$ cat config.mk
export PLATFORM = sky130hd
export DESIGN_NAME = muldiv_unit
export DESIGN_NICKNAME = d
export VERILOG_FILES = /design/src/rtl/muldiv_pkg.sv /design/src/rtl/muldiv_prep.sv /design/src/rtl/muldiv_step.sv /design/src/rtl/muldiv_ctrl.sv /design/src/rtl/muldiv_unit.sv
export SDC_FILE = /design/constraint.sdc
export NUM_CORES = 1
export LEC_CHECK = 0
export BUFFER_PORTS_ARGS = -buffer_cell sky130_fd_sc_hd__buf_2
export CORE_ASPECT_RATIO = 0.5
export CORE_UTILIZATION = 35
export CTS_BUF_LIST = sky130_fd_sc_hd__clkbuf_16
export DETAILED_ROUTE_END_ITERATION = 6
export MAX_ROUTING_LAYER = met4
export PLACE_DENSITY_LB_ADDON = 0.1
export SYNTH_ARGS = -nofsm -noshare
export SYNTH_HDL_FRONTEND = slang
export SYNTH_SLANG_ARGS = --single-unit
export TNS_END_PERCENT = 1
$ cat constraint.sdc
create_clock -name clk_i -period 3.3 [get_ports clk_i]
set_clock_uncertainty 0.15 [all_clocks]
set_input_delay 0.66 -clock clk_i [delete_from_list [all_inputs] [get_ports clk_i]]
set_output_delay 0.66 -clock clk_i [all_outputs]
set_load 0.01 [all_outputs]
$ cat src/rtl/muldiv_pkg.sv
package muldiv_pkg;
  // bit 1: divide, bit 0: unsigned
  typedef enum logic [1:0] {
    OP_MUL_S = 2'd0,
    OP_MUL_U = 2'd1,
    OP_DIV_S = 2'd2,
    OP_DIV_U = 2'd3
  } md_op_e;

  typedef enum logic [1:0] {
    PH_IDLE = 2'd0,
    PH_RUN  = 2'd1,
    PH_FIX  = 2'd2
  } md_phase_e;
endpackage

$ cat src/rtl/muldiv_prep.sv
module muldiv_prep #(
  parameter int WIDTH = 32
) (
  input  logic [1:0]       op_i,
  input  logic [WIDTH-1:0] rs_i,
  input  logic [WIDTH-1:0] rt_i,
  output logic [WIDTH-1:0] mag_a_o,
  output logic [WIDTH-1:0] mag_b_o,
  output logic             is_div_o,
  output logic             neg_lo_o,
  output logic             neg_hi_o
);
  logic is_signed, neg_a, neg_b;

  always_comb begin
    is_signed = ~op_i[0];
    is_div_o  = op_i[1];
    neg_a     = is_signed & rs_i[WIDTH-1];
    neg_b     = is_signed & rt_i[WIDTH-1];
    mag_a_o   = neg_a ? (~rs_i + 1'b1) : rs_i;
    mag_b_o   = neg_b ? (~rt_i + 1'b1) : rt_i;
    // product: both halves share a sign; divide: remainder follows dividend
    neg_lo_o  = neg_a ^ neg_b;
    neg_hi_o  = is_div_o ? neg_a : (neg_a ^ neg_b);
  end
endmodule

$ cat src/rtl/muldiv_step.sv
module muldiv_step #(
  parameter int WIDTH = 32
) (
  input  logic             is_div_i,
  input  logic [WIDTH-1:0] acc_hi_i,
  input  logic [WIDTH-1:0] acc_lo_i,
  input  logic [WIDTH-1:0] opb_i,
  output logic [WIDTH-1:0] acc_hi_o,
  output logic [WIDTH-1:0] acc_lo_o
);
  logic [WIDTH:0]   add_sum;
  logic [WIDTH:0]   rem_sh;
  logic [WIDTH+1:0] trial;
  logic             fits;

  always_comb begin
    // shift-add: add multiplicand on lsb, shift the pair right
    add_sum = {1'b0, acc_hi_i} + (acc_lo_i[0] ? {1'b0, opb_i} : '0);
    // restoring: shift pair left, trial subtract divisor
    rem_sh  = {acc_hi_i, acc_lo_i[WIDTH-1]};
    trial   = {1'b0, rem_sh} - {2'b00, opb_i};
    fits    = ~trial[WIDTH+1];
    if (is_div_i) begin
      acc_hi_o = fits ? trial[WIDTH-1:0] : rem_sh[WIDTH-1:0];
      acc_lo_o = {acc_lo_i[WIDTH-2:0], fits};
    end else begin
      acc_hi_o = add_sum[WIDTH:1];
      acc_lo_o = {add_sum[0], acc_lo_i[WIDTH-1:1]};
    end
  end
endmodule

$ cat src/rtl/muldiv_ctrl.sv
module muldiv_ctrl
  import muldiv_pkg::*;
#(
  parameter int WIDTH = 32
) (
  input  logic clk_i,
  input  logic rst_ni,
  input  logic start_i,
  output logic load_o,
  output logic step_o,
  output logic fix_o,
  output logic busy_o,
  output logic done_o
);
  localparam int CW = $clog2(WIDTH);
  localparam logic [CW-1:0] LAST = CW'(WIDTH - 1);

  md_phase_e       phase_q;
  logic [CW-1:0]   cnt_q;
  logic            done_q;

  always_comb begin
    load_o = (phase_q == PH_IDLE) && start_i;
    step_o = (phase_q == PH_RUN);
    fix_o  = (phase_q == PH_FIX);
    busy_o = (phase_q != PH_IDLE);
    done_o = done_q;
  end

  always_ff @(posedge clk_i or negedge rst_ni) begin
    if (!rst_ni) begin
      phase_q <= PH_IDLE;
      cnt_q   <= '0;
      done_q  <= 1'b0;
    end else begin
      done_q <= 1'b0;
      unique case (phase_q)
        PH_IDLE: if (start_i) begin
          phase_q <= PH_RUN;
          cnt_q   <= '0;
        end
        PH_RUN: begin
          cnt_q <= cnt_q + 1'b1;
          if (cnt_q == LAST) phase_q <= PH_FIX;
        end
        PH_FIX: begin
          phase_q <= PH_IDLE;
          done_q  <= 1'b1;
        end
        default: phase_q <= PH_IDLE;
      endcase
    end
  end
endmodule

$ cat src/rtl/muldiv_unit.sv
module muldiv_unit #(
  parameter int WIDTH = 32
) (
  input  logic             clk_i,
  input  logic             rst_ni,
  input  logic             start_i,
  input  logic [1:0]       op_i,
  input  logic [WIDTH-1:0] rs_i,
  input  logic [WIDTH-1:0] rt_i,
  output logic             busy_o,
  output logic             done_o,
  output logic [WIDTH-1:0] hi_o,
  output logic [WIDTH-1:0] lo_o
);
  localparam int PW = 2 * WIDTH;

  logic             load, step, fix;
  logic [WIDTH-1:0] mag_a, mag_b;
  logic             is_div, neg_lo, neg_hi;
  logic [WIDTH-1:0] acc_hi_q, acc_lo_q, opb_q;
  logic [WIDTH-1:0] nxt_hi, nxt_lo;
  logic             is_div_q, neg_lo_q, neg_hi_q;
  logic [WIDTH-1:0] hi_q, lo_q;
  logic [PW-1:0]    prod_neg;

  muldiv_ctrl #(.WIDTH(WIDTH)) u_ctrl (
    .clk_i  (clk_i),
    .rst_ni (rst_ni),
    .start_i(start_i),
    .load_o (load),
    .step_o (step),
    .fix_o  (fix),
    .busy_o (busy_o),
    .done_o (done_o)
  );

  muldiv_prep #(.WIDTH(WIDTH)) u_prep (
    .op_i    (op_i),
    .rs_i    (rs_i),
    .rt_i    (rt_i),
    .mag_a_o (mag_a),
    .mag_b_o (mag_b),
    .is_div_o(is_div),
    .neg_lo_o(neg_lo),
    .neg_hi_o(neg_hi)
  );

  muldiv_step #(.WIDTH(WIDTH)) u_step (
    .is_div_i(is_div_q),
    .acc_hi_i(acc_hi_q),
    .acc_lo_i(acc_lo_q),
    .opb_i   (opb_q),
    .acc_hi_o(nxt_hi),
    .acc_lo_o(nxt_lo)
  );

  assign prod_neg = ~{acc_hi_q, acc_lo_q} + 1'b1;

  always_ff @(posedge clk_i or negedge rst_ni) begin
    if (!rst_ni) begin
      acc_hi_q <= '0;
      acc_lo_q <= '0;
      opb_q    <= '0;
      is_div_q <= 1'b0;
      neg_lo_q <= 1'b0;
      neg_hi_q <= 1'b0;
    end else if (load) begin
      acc_hi_q <= '0;
      acc_lo_q <= mag_a;
      opb_q    <= mag_b;
      is_div_q <= is_div;
      neg_lo_q <= neg_lo;
      neg_hi_q <= neg_hi;
    end else if (step) begin
      acc_hi_q <= nxt_hi;
      acc_lo_q <= nxt_lo;
    end
  end

  always_ff @(posedge clk_i or negedge rst_ni) begin
    if (!rst_ni) begin
      hi_q <= '0;
      lo_q <= '0;
    end else if (fix) begin
      if (is_div_q) begin
        lo_q <= neg_lo_q ? (~acc_lo_q + 1'b1) : acc_lo_q;
        hi_q <= neg_hi_q ? (~acc_hi_q + 1'b1) : acc_hi_q;
      end else if (neg_lo_q) begin
        hi_q <= prod_neg[PW-1:WIDTH];
        lo_q <= prod_neg[WIDTH-1:0];
      end else begin
        hi_q <= acc_hi_q;
        lo_q <= acc_lo_q;
      end
    end
  end

  assign hi_o = hi_q;
  assign lo_o = lo_q;
endmodule

; Yosys cells after proc, flatten, opt, wreduce, memory -nomap -nowiden
; Index checks and enable logic that the tools add are counted.
[word_totals]
reg_bits = 171
latch_bits = 0
ram_bits = 0
romBits = 0
inputBits = 69
mem_count = 0
[op_classes]
addsub = 8
mul = 0
div_mod_pow = 0
n_lt_le_gt_ge = 0
eq_ne = 5
shifts = 0
muxes = 23
n_bitwise = 10
n_reduce_logical = 7
[op_table]
columns = cell, count
row1 = $mux 32, 16
row2 = $add 32x1->32 const B, 4
row3 = $not 32->32, 4
row4 = $add 64x1->64 const B, 1
row5 = $not 64->64, 1
row6 = $sub 33x32->34, 1
row7 = $add 32x33->33, 1
row8 = $pmux 5 s2, 1
row9 = $reduce_bool 2->1, 3
row10 = $add 5x1->5 const B, 1
row11 = $eq 5x5->1 const B, 1
row12 = $mux 5, 1
row13 = $mux 2, 2
row14 = $pmux 2 s2, 1
row15 = $reduce_and 2->1, 2
row16 = $and 1x1->1, 2
row17 = $eq 2x1->1 const B, 1
row18 = $eq 2x2->1 const B, 1
row19 = $logic_not 2->1, 1
row20 = $mux 1, 2
row21 = $ne 2x1->1 const B, 1
row22 = $ne 2x2->1 const B, 1
row23 = $not 1->1, 2
row24 = $logic_and 1x1->1, 1
row25 = $xor 1x1->1, 1

; Longest topological paths before layout
; Gate-level depths: netlist (run 1).
[logic_depth]
word_depth = 5
depth_mapped = 14
depth_no_buf = 13

; By module
; A second synthesis (run 1) with hierarchy kept.
[unflattened]
cells_unflattened = 1745
hier_area_um2 = 14800.4
[modules_own_cells]
columns = mod, instances, cells_per_inst, area_per_inst_um2, seq_area_each_um2
row1 = muldiv_unit, 1, 832, 8280.4, 4078.9
row2 = muldiv_step, 1, 677, 4764.6, 0.0
row3 = muldiv_prep, 1, 203, 1376.3, 0.0
row4 = muldiv_ctrl, 1, 33, 379.1, 200.2

; Least setup slack after synthesis (run 1)
; Ideal clock, no wire load.
[synth_path]
path_kind = reg-to-reg
startpoint = register acc_hi_q[9]
endpoint = register acc_hi_q[27]
setup_ns = 0.141
t_arrival_ns = 3.219
slack_ns = -0.210
path_stages_with_launch = 13
synth_period_minus_slack_ns = 3.510
cell_sequence = dfrtp_1 -> ha_1 -> a21o_1 -> a31o_2 -> a2111oi_0 -> a21oi_1 -> o2111ai_1 -> and3_1 -> buf_2 -> clkbuf_1 -> nor2_1 -> a21oi_1 -> o221ai_1
[synth_via]
elab_chain_len = 5
word_cells_on_any_way = 6
cone_classes = 2 x add/sub / 4 x mux
[synth_lines]
columns = element, line
row1 = "start, declared", muldiv_unit.sv:20  ; logic [WIDTH-1:0] acc_hi_q, acc_lo_q, opb_q;
row2 = "start signal, assigned", muldiv_unit.sv:75  ; acc_hi_q <= nxt_hi;
row3 = $sub 33x32->34, muldiv_step.sv:21  ; trial = {1'b0, rem_sh} - {2'b00, opb_i};
row4 = $mux 32, muldiv_step.sv:24  ; acc_hi_o = fits ? trial[WIDTH-1:0] : rem_sh[WIDTH-1:0];
row5 = $mux 32 *, muldiv_step.sv:23  ; if (is_div_i) begin
row6 = $mux 32 *, muldiv_unit.sv:74  ; end else if (step) begin
row7 = $mux 32 *, muldiv_unit.sv:67  ; end else if (load) begin
; Mark *: on every way between the ends. The rest lies on a longest branch, timed or not. The select of a mux whose other input is x is not followed.
; A chain may end at the register's enable or synchronous reset.

; Final worst setup path (run 1)
[layout_path]
startpoint = register acc_lo_q[9]
endpoint = register hi_q[8], in the netlist hi_o[8]
[layout_via]
elab_chain_len = 4
[layout_lines]
columns = element, line
row1 = "start, declared", muldiv_unit.sv:20
row2 = "start signal, assigned", muldiv_unit.sv:69  ; acc_lo_q <= mag_a;
row3 = "start signal, assigned", muldiv_unit.sv:76  ; acc_lo_q <= nxt_lo;
row4 = $not 64->64, muldiv_unit.sv:57  ; assign prod_neg = ~{acc_hi_q, acc_lo_q} + 1'b1;
row5 = $add 64x1->64, muldiv_unit.sv:57
row6 = $mux 32, muldiv_unit.sv:88  ; end else if (neg_lo_q) begin
row7 = $mux 32, muldiv_unit.sv:85  ; if (is_div_q) begin
row8 = "end signal, assigned", muldiv_unit.sv:87  ; hi_q <= neg_hi_q ? (~acc_hi_q + 1'b1) : acc_hi_q;
row9 = "end signal, assigned", muldiv_unit.sv:89  ; hi_q <= prod_neg[PW-1:WIDTH];
row10 = "end signal, assigned", muldiv_unit.sv:92  ; hi_q <= acc_hi_q;
row11 = "end, declared", muldiv_unit.sv:23  ; logic [WIDTH-1:0] hi_q, lo_q;
; Every way passes these cells.

==> results of run 1 <==
==> report_power, final <==
group	internal [mW]	leakage, nW	switching, mW
combinational	6.29	5.47	7.63
clock	1.21	0.298	1.02
sequential	2.87	2.11	0.631
==> logic make-up after synthesis <==
family / count (synthesis)
AO/OA/AOI/OAI: 521
XOR/XNOR: 171
adder cells (fa/ha/maj): 72
buffers and inverters: 142
flip-flops: 171
multiplexers: 41
AND/OR/NAND/NOR: 546
==> cell usage after synthesis (24+ instances only) <==
library cell    n
nor3_1         36
nor2_1        112
dfrtp_1       171
nand3_1        29
o211ai_1       41
clkbuf_1       72
o31ai_1        24
a31oi_1        27
xor2_1         85
nand2_1       237
a21o_1         30
o21ai_0       216
xnor2_1        86
ha_1           70
inv_1          57
mux2i_1        40
a21oi_1       105
==> placed cells by master (no fill, tap or decap), types with 12 or more instances in the layout <==
master	instances
buf_4	234
dfrtp_1	169
nor3_1	36
o31ai_1	22
nor2b_1	17
xnor2_1	86
buf_2	133
o211ai_1	41
or3_1	19
nand2b_1	16
xor2_1	85
a31oi_1	22
inv_1	58
and3_1	12
a21oi_1	100
nor4_1	20
mux2i_1	40
ha_1	70
nor2_1	111
clkbuf_16	17
nand2_1	236
a21o_1	30
o21ai_0	197
nand3_1	28
o21ai_1	18
==> path summary, 6_finish.rpt <==
check / startpoint / endpoint / slack (ns)
max in group asynchronous: rst_ni / lo_o[29] / 2.17
min: rst_ni / lo_o[6] / 0.05
min in group clk_i: op_i[1] / is_div_q / 0.29
min reg2reg: lo_o[12] / lo_o[12] / 0.32
max reg2reg: acc_lo_q[9] / hi_o[8] / -0.06
max: acc_lo_q[9] / hi_o[8] / -0.06
==> metrics by stage <==
stage	instances	worst slack (ns)	utilization, %	TNS [ns]	instance area [um^2]
after floorplan	1664	-0.0421	-	-0.0421	13300
after global placement	2447	-0.156	43.3	-0.846	16200
after detailed placement	2447	-0.183	43.3	-1.44	16200
after CTS	2480	-0.0590	45.1	-0.231	16900
after global routing	2480	-0.160	45.4	-1.96	17000
final	2480	-0.0636	45.4	-0.213	17000
==> flip-flops by register name, summed over array words and instances, names as in the netlist <==
register / flops
acc_hi_q: 32
acc_lo_q: 32
hi_o: 32
lo_o: 32
opb_q: 32
u_ctrl.cnt_q: 5
u_ctrl.phase_q: 2
is_div_q: 1
neg_hi_q: 1
neg_lo_q: 1
u_ctrl.done_o: 1
==> layer usage <==
| layer | wire [um] | vias to the layer above | global-route usage, % |
|---|---|---|---|
| met5 | 0 | - | - |
| met4 | 766 | 0 | 5.99 |
| met3 | 2120 | 40 | 3.97 |
| met2 | 19000 | 267 | 35.2 |
| met1 | 23000 | 6153 | 34.7 |
| li1 | - | 6595 | - |
==> area by class of cell <==
| class | instances | area (um^2) |
|---|---|---|
| fill | 3808 | 20500 |
| multi-input combinational | 1351 | 8700 |
| sequential | 171 | 4280 |
| timing repair buffer | 375 | 2570 |
| tap | 494 | 618 |
| clock buffer | 17 | 425 |
| inverter | 57 | 214 |
| clock inverter | 15 | 186 |
==> critical path, delay by kind of cell (launching register included) <==
family	cells	cell delay, ns
flip-flops	1	0.38
buffers and inverters	1	0.18
AO/OA/AOI/OAI	3	0.44
AND/OR/NAND/NOR	5	1.93
XOR/XNOR	1	0.15
==> what timing repair did <==
item                                    in CTS  in global routing
endpoints found under the setup margin      30                 37
buffers inserted                             1                  0
cloned                                       0                  0
gates resized for setup                     21                 29
pin swaps                                    5                  6
==> flow_summary.yaml, run 1 <==
synthesis:
  synthCells: 1664
  synthTopCellsByArea: "dfrtp_1 32%, o21ai_0 8.1%, nand2_1 6.7%"
  synth_edf_count: 0
  ys_warn_count: 0
  synth.avg_cell_area_um2: 8.01
  synth_top_family_by_area: "compound AO/OA/AOI/OAI gates"
  synthAdderAreaFrac_pct: 6.87
  synthesis.nets: 1805
  async_reset_ff_share_pct: 100
  synth_xor_area_share_pct: 11.2
  synth.largest_area_cell: "dfrtp_1"
  synth.distinct_cells: 68
  synth_top_area_share_pct: 32.1
  synth_compound_area_share_pct: 23.6
  ys_seq_elements: 171
  ys_seq_area_share_pct: 32.1
  synth_simple_gate_area_share_pct: 19.0
  mappedNetlistArea_um2: 13300
  synth_flop_cell: "dfrtp_1"
  synth_mux_area_share_pct: 3.09
final_layout:
  layout-drive-gt1-share_pct: 22.7
  synthToLayoutAreaGrowth_pct: 27.5
  nNetsFinal: 2114
  n_antenna_cell: 0
worst_setup_path:
  cp-end-kind: "flip-flop"
  cp.required_ns: 3.47
  crit_top_cell: "or4_4"
  critPathKind: "flip-flop to flip-flop"
  worstRegToRegCells: 10
  crit_arrival_ns: 3.53
  cp_slowest_cell: "or4_4"
  path_cells: "or4_4 > or3_4 > or4_4 > or4_4 > o21ai_4 > buf_6 > nand2_1 > o21ai_2 > xor2_1 > o21ai_0"
  critPathLaunchType: "flip-flop"
  path_max_fanout: 11
  slowest_delay_ns: 0.54
power_and_ir_drop:
  p_leak_nw: 7.88
  power_density_nw_per_um2: 1160
  power.total_mw: 19.7
  irDropWorstVdd_mv: 0.446
placement:
  port_buffers: 134
  dp_hpwl_mm: 34.4
  gp_congestion: 0.957
clocking:
  cts_max_path_buffers: 2
  root_buffer: "clkbuf_16"
  path_clk_slew_ns: 0.08
  clk_latency_ns: 0.46
  hold_buffers: 0
  ctsHtreeMaxLevel: 4
  cts_tree: "done"
  cts.sinks: 171
  cts_made_buffers: 17
sta:
  post-route-period-util_pct: 102
  rsz0062_at_grt: "yes"
  clock.fmax_ghz: 0.297
  fin_ws_ns: -0.0636
  whs_ns: 0.0496
  slew-limit-headroom_pct: 43.7
  fin_crit_ns: 3.36
  slew_viol_final: 0
  finalSetupViolCount: 6
  tightest_slew_ns: 0.844
  finalHoldViolCount: 0
floorplanning:
  die_w_um: 278
  dieArea_um2: 38900
  core-area_um2: 37500
  io_pins: 135
  die_y_um: 140
  rows: 50
  start_util_pct: 35.6
grt:
  grt_usage_pct: 24.2
  antenna_found_initial: 0
  grt_pass1_vias: 12700
  grt_pass1_wl_mm: 71.3
  grt_max_degree: 74
  grt-ovfl-total: 0
routing:
  routedWlPerCell_um: 18.1
  ant_nets: 0
  vias: 13100
  vias_per_cell: 5.26
  drt_iter0_drc: 952
  dr.pass1.iters: 5
  routed_wl_mm: 44.9
  route.detailed.drc: 0
hold_path:
  hold_class: "input port to async pin"
job:
  maxCapViolCount: 0
run_status:
  violations: "negative setup slack"
  status: "complete, but fails checks"
Note: power is estimated with default switching activity, not from simulation.
==> run 2: changes to the inputs <==
--- a/config.mk
+++ b/config.mk
@@ -12,6 +12,7 @@
 export DETAILED_ROUTE_END_ITERATION = 6
 export MAX_ROUTING_LAYER = met4
 export PLACE_DENSITY_LB_ADDON = 0.1
+export REMOVE_ABC_BUFFERS = 1
 export SYNTH_ARGS = -nofsm -noshare
 export SYNTH_HDL_FRONTEND = slang
 export SYNTH_SLANG_ARGS = --single-unit
==> flow_summary.yaml, run 2 (synthesis results as in run 1) <==
run_status:
  status: "complete, but fails checks"
  violations: "negative setup slack"
clocking:
  cts_tree: "done"
  path_clk_slew_ns: 0.07
  root_buffer: "clkbuf_16"
  cts_made_buffers: 17
  cts.sinks: 171
  clk_latency_ns: 0.46
  cts_max_path_buffers: 2
  ctsHtreeMaxLevel: 4
floorplanning:
  die_y_um: 140
  io_pins: 135
  die_w_um: 278
  core-area_um2: 37500
  rows: 50
  start_util_pct: 35.6
  dieArea_um2: 38900
sta:
  fin_ws_ns: -0.0888
  finalSetupViolCount: 10
  rsz0062_at_grt: "yes"
  tightest_slew_ns: 0.718
  whs_ns: 0.304
  slew_viol_final: 0
  finalHoldViolCount: 0
  fin_crit_ns: 3.39
  slew-limit-headroom_pct: 52.1
  clock.fmax_ghz: 0.295
  setup_tns_ns: -0.382
  post-route-period-util_pct: 103
grt:
  grt_pass1_vias: 12400
  grt-ovfl-total: 0
  grt_pass1_wl_mm: 69.8
  antenna_found_initial: 0
  grt_max_degree: 75
  grt_usage_pct: 23.7
worst_setup_path:
  path_max_fanout: 4
  cp-end-kind: "flip-flop"
  worstRegToRegCells: 9
  path_cells: "or4_4 > or3_4 > or4_4 > or4_4 > buf_4 > o41ai_2 > o22ai_1 > xnor2_1 > o21ai_0"
  critPathLaunchType: "flip-flop"
  crit_arrival_ns: 3.62
  crit_buf_inv: 1
  crit_family: "simple AND/OR/NAND/NOR gates"
  r2r-start: "acc_lo_q[9]"
  crit_top_cell: "or4_4"
  cp_slowest_cell: "or4_4"
  cp.required_ns: 3.53
  rr_endpoint: "hi_o[18]"
  critPathKind: "flip-flop to flip-flop"
  reg2reg_slack_ns: -0.09
  slowest_delay_ns: 0.54
routing:
  vias_per_cell: 5.23
  drt_iter0_drc: 843
  routedWlPerCell_um: 17.8
  route.detailed.drc: 0
  routed_wl_mm: 44.3
  vias: 13000
  ant_nets: 0
  dr.pass1.iters: 5
final_layout:
  final_area_um2: 17000
  final_core_util_pct: 45.4
  nNetsFinal: 2113
  n_antenna_cell: 0
  layout-drive-gt1-share_pct: 23.2
  fillers: 3804
  final_cell_mix: "236 x nand2_1, 232 x buf_4, 203 x o21ai_0"
  multi_input_comb_area_um2: 8750
  final_common_cell: "nand2_1"
  ff_latch_area_um2: 4280
  synthToLayoutAreaGrowth_pct: 27.6
placement:
  port_buffers: 134
  gp_congestion: 0.941
  dpl_cell_area_um2: 16200
  pre_cts_ws_ns: -0.190
  dp_hpwl_mm: 34.8
power_and_ir_drop:
  irDropWorstVdd_mv: 0.489
  p_leak_nw: 7.87
  power_density_nw_per_um2: 1150
job:
  maxCapViolCount: 0
hold_path:
  hold_start: "op_i[1]"
  hold_path_depth: 3
  hold_class: "input port to flip-flop"
  hold_end: "is_div_q"
==> run 2: layout make-up <==
type	instances	area share (%)
clock inverter	15	0.935
inverter	57	1.26
multi-input combinational	1351	51.4
sequential	171	25.2
tap	494	3.64
clock buffer	17	2.50
timing repair buffer	374	15.1
==> run 2: worst max-delay path by stage <==
stage / from / depth (start not counted) / slack, ns / end
5_1_grt: acc_lo_q[9] / 9 / -0.24 / hi_o[28]
4_1_cts: acc_lo_q[9] / 9 / -0.08 / hi_o[24]
3_3_place_gp: acc_lo_q[0] / 13 / -0.18 / acc_hi_q[31]
6_report: acc_lo_q[9] / 9 / -0.09 / hi_o[18]
2_1_floorplan: u_ctrl.phase_q[1] / 5 / -1.78 / acc_hi_q[26]
3_5_place_dp: acc_lo_q[31] / 14 / -0.19 / acc_hi_q[30]
==> run 2: stage by stage <==
stage,power (mW),std cells
finish,19.5,2479
global route,21.2,2479
CTS,19.2,2479
detailed placement,16.9,2445
global placement,16.9,2445
floorplan,11.7,1579
==> run 2: timing repair <==
item / in CTS / in global routing
pin swaps: 4 / 7
gates resized for setup: 22 / 36
endpoints found under the hold margin: 2 / 0
setup buffers: 1 / 0
hold buffers: 1 / 0
setup endpoints to repair: 21 / 43
==> run 2: tightest hold or removal path, cell delays in order <==
cell and delay, ns:
buf_2 0.09, nand2_1 0.05, o21ai_0 0.07
==> run 2: routing by layer <==
| layer | global-route usage, % | wire length, um |
|---|---|---|
| met1 | 32.5 | 21900 |
| met2 | 36.2 | 19400 |
| met5 | - | 0 |
| met3 | 4.50 | 2310 |
| met4 | 4.94 | 650 |
==> run 2: power breakdown <==
part	switching [mW]	total, mW	internal, mW
sequential	0.564	3.44	2.87
combinational	7.60	13.9	6.34
clock	0.975	2.11	1.13
==> run 3: changes to the inputs <==
==> constraint.sdc (replaced) <==
create_clock -name clk_i -period 2.76 [get_ports clk_i]
set_clock_uncertainty 0.15 [all_clocks]
set_input_delay 0.552 -clock clk_i [delete_from_list [all_inputs] [get_ports clk_i]]
set_output_delay 0.552 -clock clk_i [all_outputs]
set_load 0.01 [all_outputs]
==> flow_summary.yaml, run 3 (synthesis results as in run 1) <==
clocking:
  clk_latency_ns: 0.46
  cts_max_path_buffers: 2
  cts_tree: "done"
  cts_made_buffers: 17
  root_buffer: "clkbuf_16"
  cts.sinks: 171
  path_clk_slew_ns: 0.07
  ctsHtreeMaxLevel: 4
floorplanning:
  die_w_um: 278
  start_util_pct: 35.6
  io_pins: 135
  die_y_um: 140
  rows: 50
  dieArea_um2: 38900
  core-area_um2: 37500
sta:
  fin_ws_ns: -0.602
  setup_tns_ns: -19.36
  finalSetupViolCount: 59
  fin_crit_ns: 3.36
  tightest_slew_ns: 0.750
  finalHoldViolCount: 0
  slew_viol_final: 0
  clock.fmax_ghz: 0.297
  slew-limit-headroom_pct: 50.0
  post-route-period-util_pct: 122
  rsz0062_at_grt: "yes"
grt:
  antenna_found_initial: 0
  grt_pass1_vias: 13100
  grt-ovfl-total: 0
  grt_max_degree: 69
  grt_pass1_wl_mm: 73.3
  grt_usage_pct: 24.9
routing:
  dr.pass1.iters: 5
  ant_nets: 0
  drt_iter0_drc: 908
  routedWlPerCell_um: 17.9
  vias: 13400
  routed_wl_mm: 46.2
  vias_per_cell: 5.19
  route.detailed.drc: 0
run_status:
  status: "complete, but fails checks"
  violations: "negative setup slack"
power_and_ir_drop:
  power_density_nw_per_um2: 1390
  irDropWorstVdd_mv: 0.617
  power.total_mw: 25.4
  p_leak_nw: 8.48
worst_setup_path:
  critPathLaunchType: "flip-flop"
  crit_arrival_ns: 3.55
  cp.required_ns: 2.94
  path_max_fanout: 4
  critPathKind: "flip-flop to flip-flop"
  cp-end-kind: "flip-flop"
final_layout:
  synthToLayoutAreaGrowth_pct: 37.0
  final_cell_count_no_fill: 2585
  layout-drive-gt1-share_pct: 29.8
  final_cell_mix: "329 x buf_4, 235 x nand2_1, 169 x o21ai_0, 169 x dfrtp_1, 133 x buf_2"
  final_common_cell: "buf_4"
  fillers: 3701
  nNetsFinal: 2219
  final_core_util_pct: 48.7
  n_antenna_cell: 0
placement:
  dp_hpwl_mm: 36.0
  gp_congestion: 0.914
  placed_cells: 2551
  port_buffers: 134
job:
  maxCapViolCount: 0
hold_path:
  hold_class: "input port to flip-flop"
## run 3: timing repair
action,CTS,global route
setup endpoints to repair,73,80
pin swaps,17,21
setup buffers,0,1
endpoints found under the hold margin,44,0
resized for setup,83,84
hold buffers,1,0
gates cloned,0,0
## run 3: stage by stage
stage                     worst slack (ns)  hold slack [ns]  area [um^2]
final                               -0.602            0.189        18300
after global routing                -0.709            0.229        18300
after CTS                           -0.599            0.168        17900
after detailed placement            -0.777            0.315        17000
after global placement              -0.695            0.310        17000
after floorplan                      -2.32            0.106        13000
## run 3: critical path, stage by stage (launching register included)
cell	delay, ns
dfrtp_1	0.39
or4_4	0.52
or3_4	0.36
or4_4	0.52
or4_4	0.47
o21ai_4	0.18
nand3_2	0.14
o41ai_2	0.26
xor2_1	0.17
o21ai_1	0.06
## run 3: routing by layer
layer  GRT usage, %  vias to the layer above  routed length [um]
met3           4.22                       46                2260
li1               -                     6778                   -
met1           34.6                     6327               22800
met2           37.3                      254               20300
met5              -                        -                   0
met4           6.51                        0                 838
## run 3: worst paths after layout
| check | startpoint | endpoint | slack, ns | cells after the start |
|---|---|---|---|---|
| setup / recovery | acc_lo_q[8] | hi_o[28] | -0.60 | 9 |
| hold / removal | op_i[1] | is_div_q | 0.19 | 3 |
| setup reg to reg | acc_lo_q[8] | hi_o[28] | -0.60 | 9 |
| hold reg to reg | lo_o[23] | lo_o[23] | 0.32 | 2 |
| max in group asynchronous | rst_ni | lo_o[17] | 1.31 | 3 |
| min in group asynchronous | rst_ni | lo_o[23] | 0.47 | 2 |
## run 3: layout make-up
type	instances	area, um^2	area share, %
Multi-Input combinational cell	1351	9130	50.0
Sequential cell	171	4280	23.4
Timing Repair Buffer	480	3430	18.8
Tap cell	494	618	3.38
Clock buffer	17	425	2.33
Inverter	57	214	1.17
Clock inverter	15	163	0.891
## run 3: where the power goes
| part | internal (mW) | leakage [nW] | switching (mW) |
|---|---|---|---|
| combinational | 8.87 | 6.08 | 9.82 |
| sequential | 3.44 | 2.11 | 0.696 |
| clock | 1.35 | 0.288 | 1.19 |
| total | 13.7 | 8.48 | 11.7 |
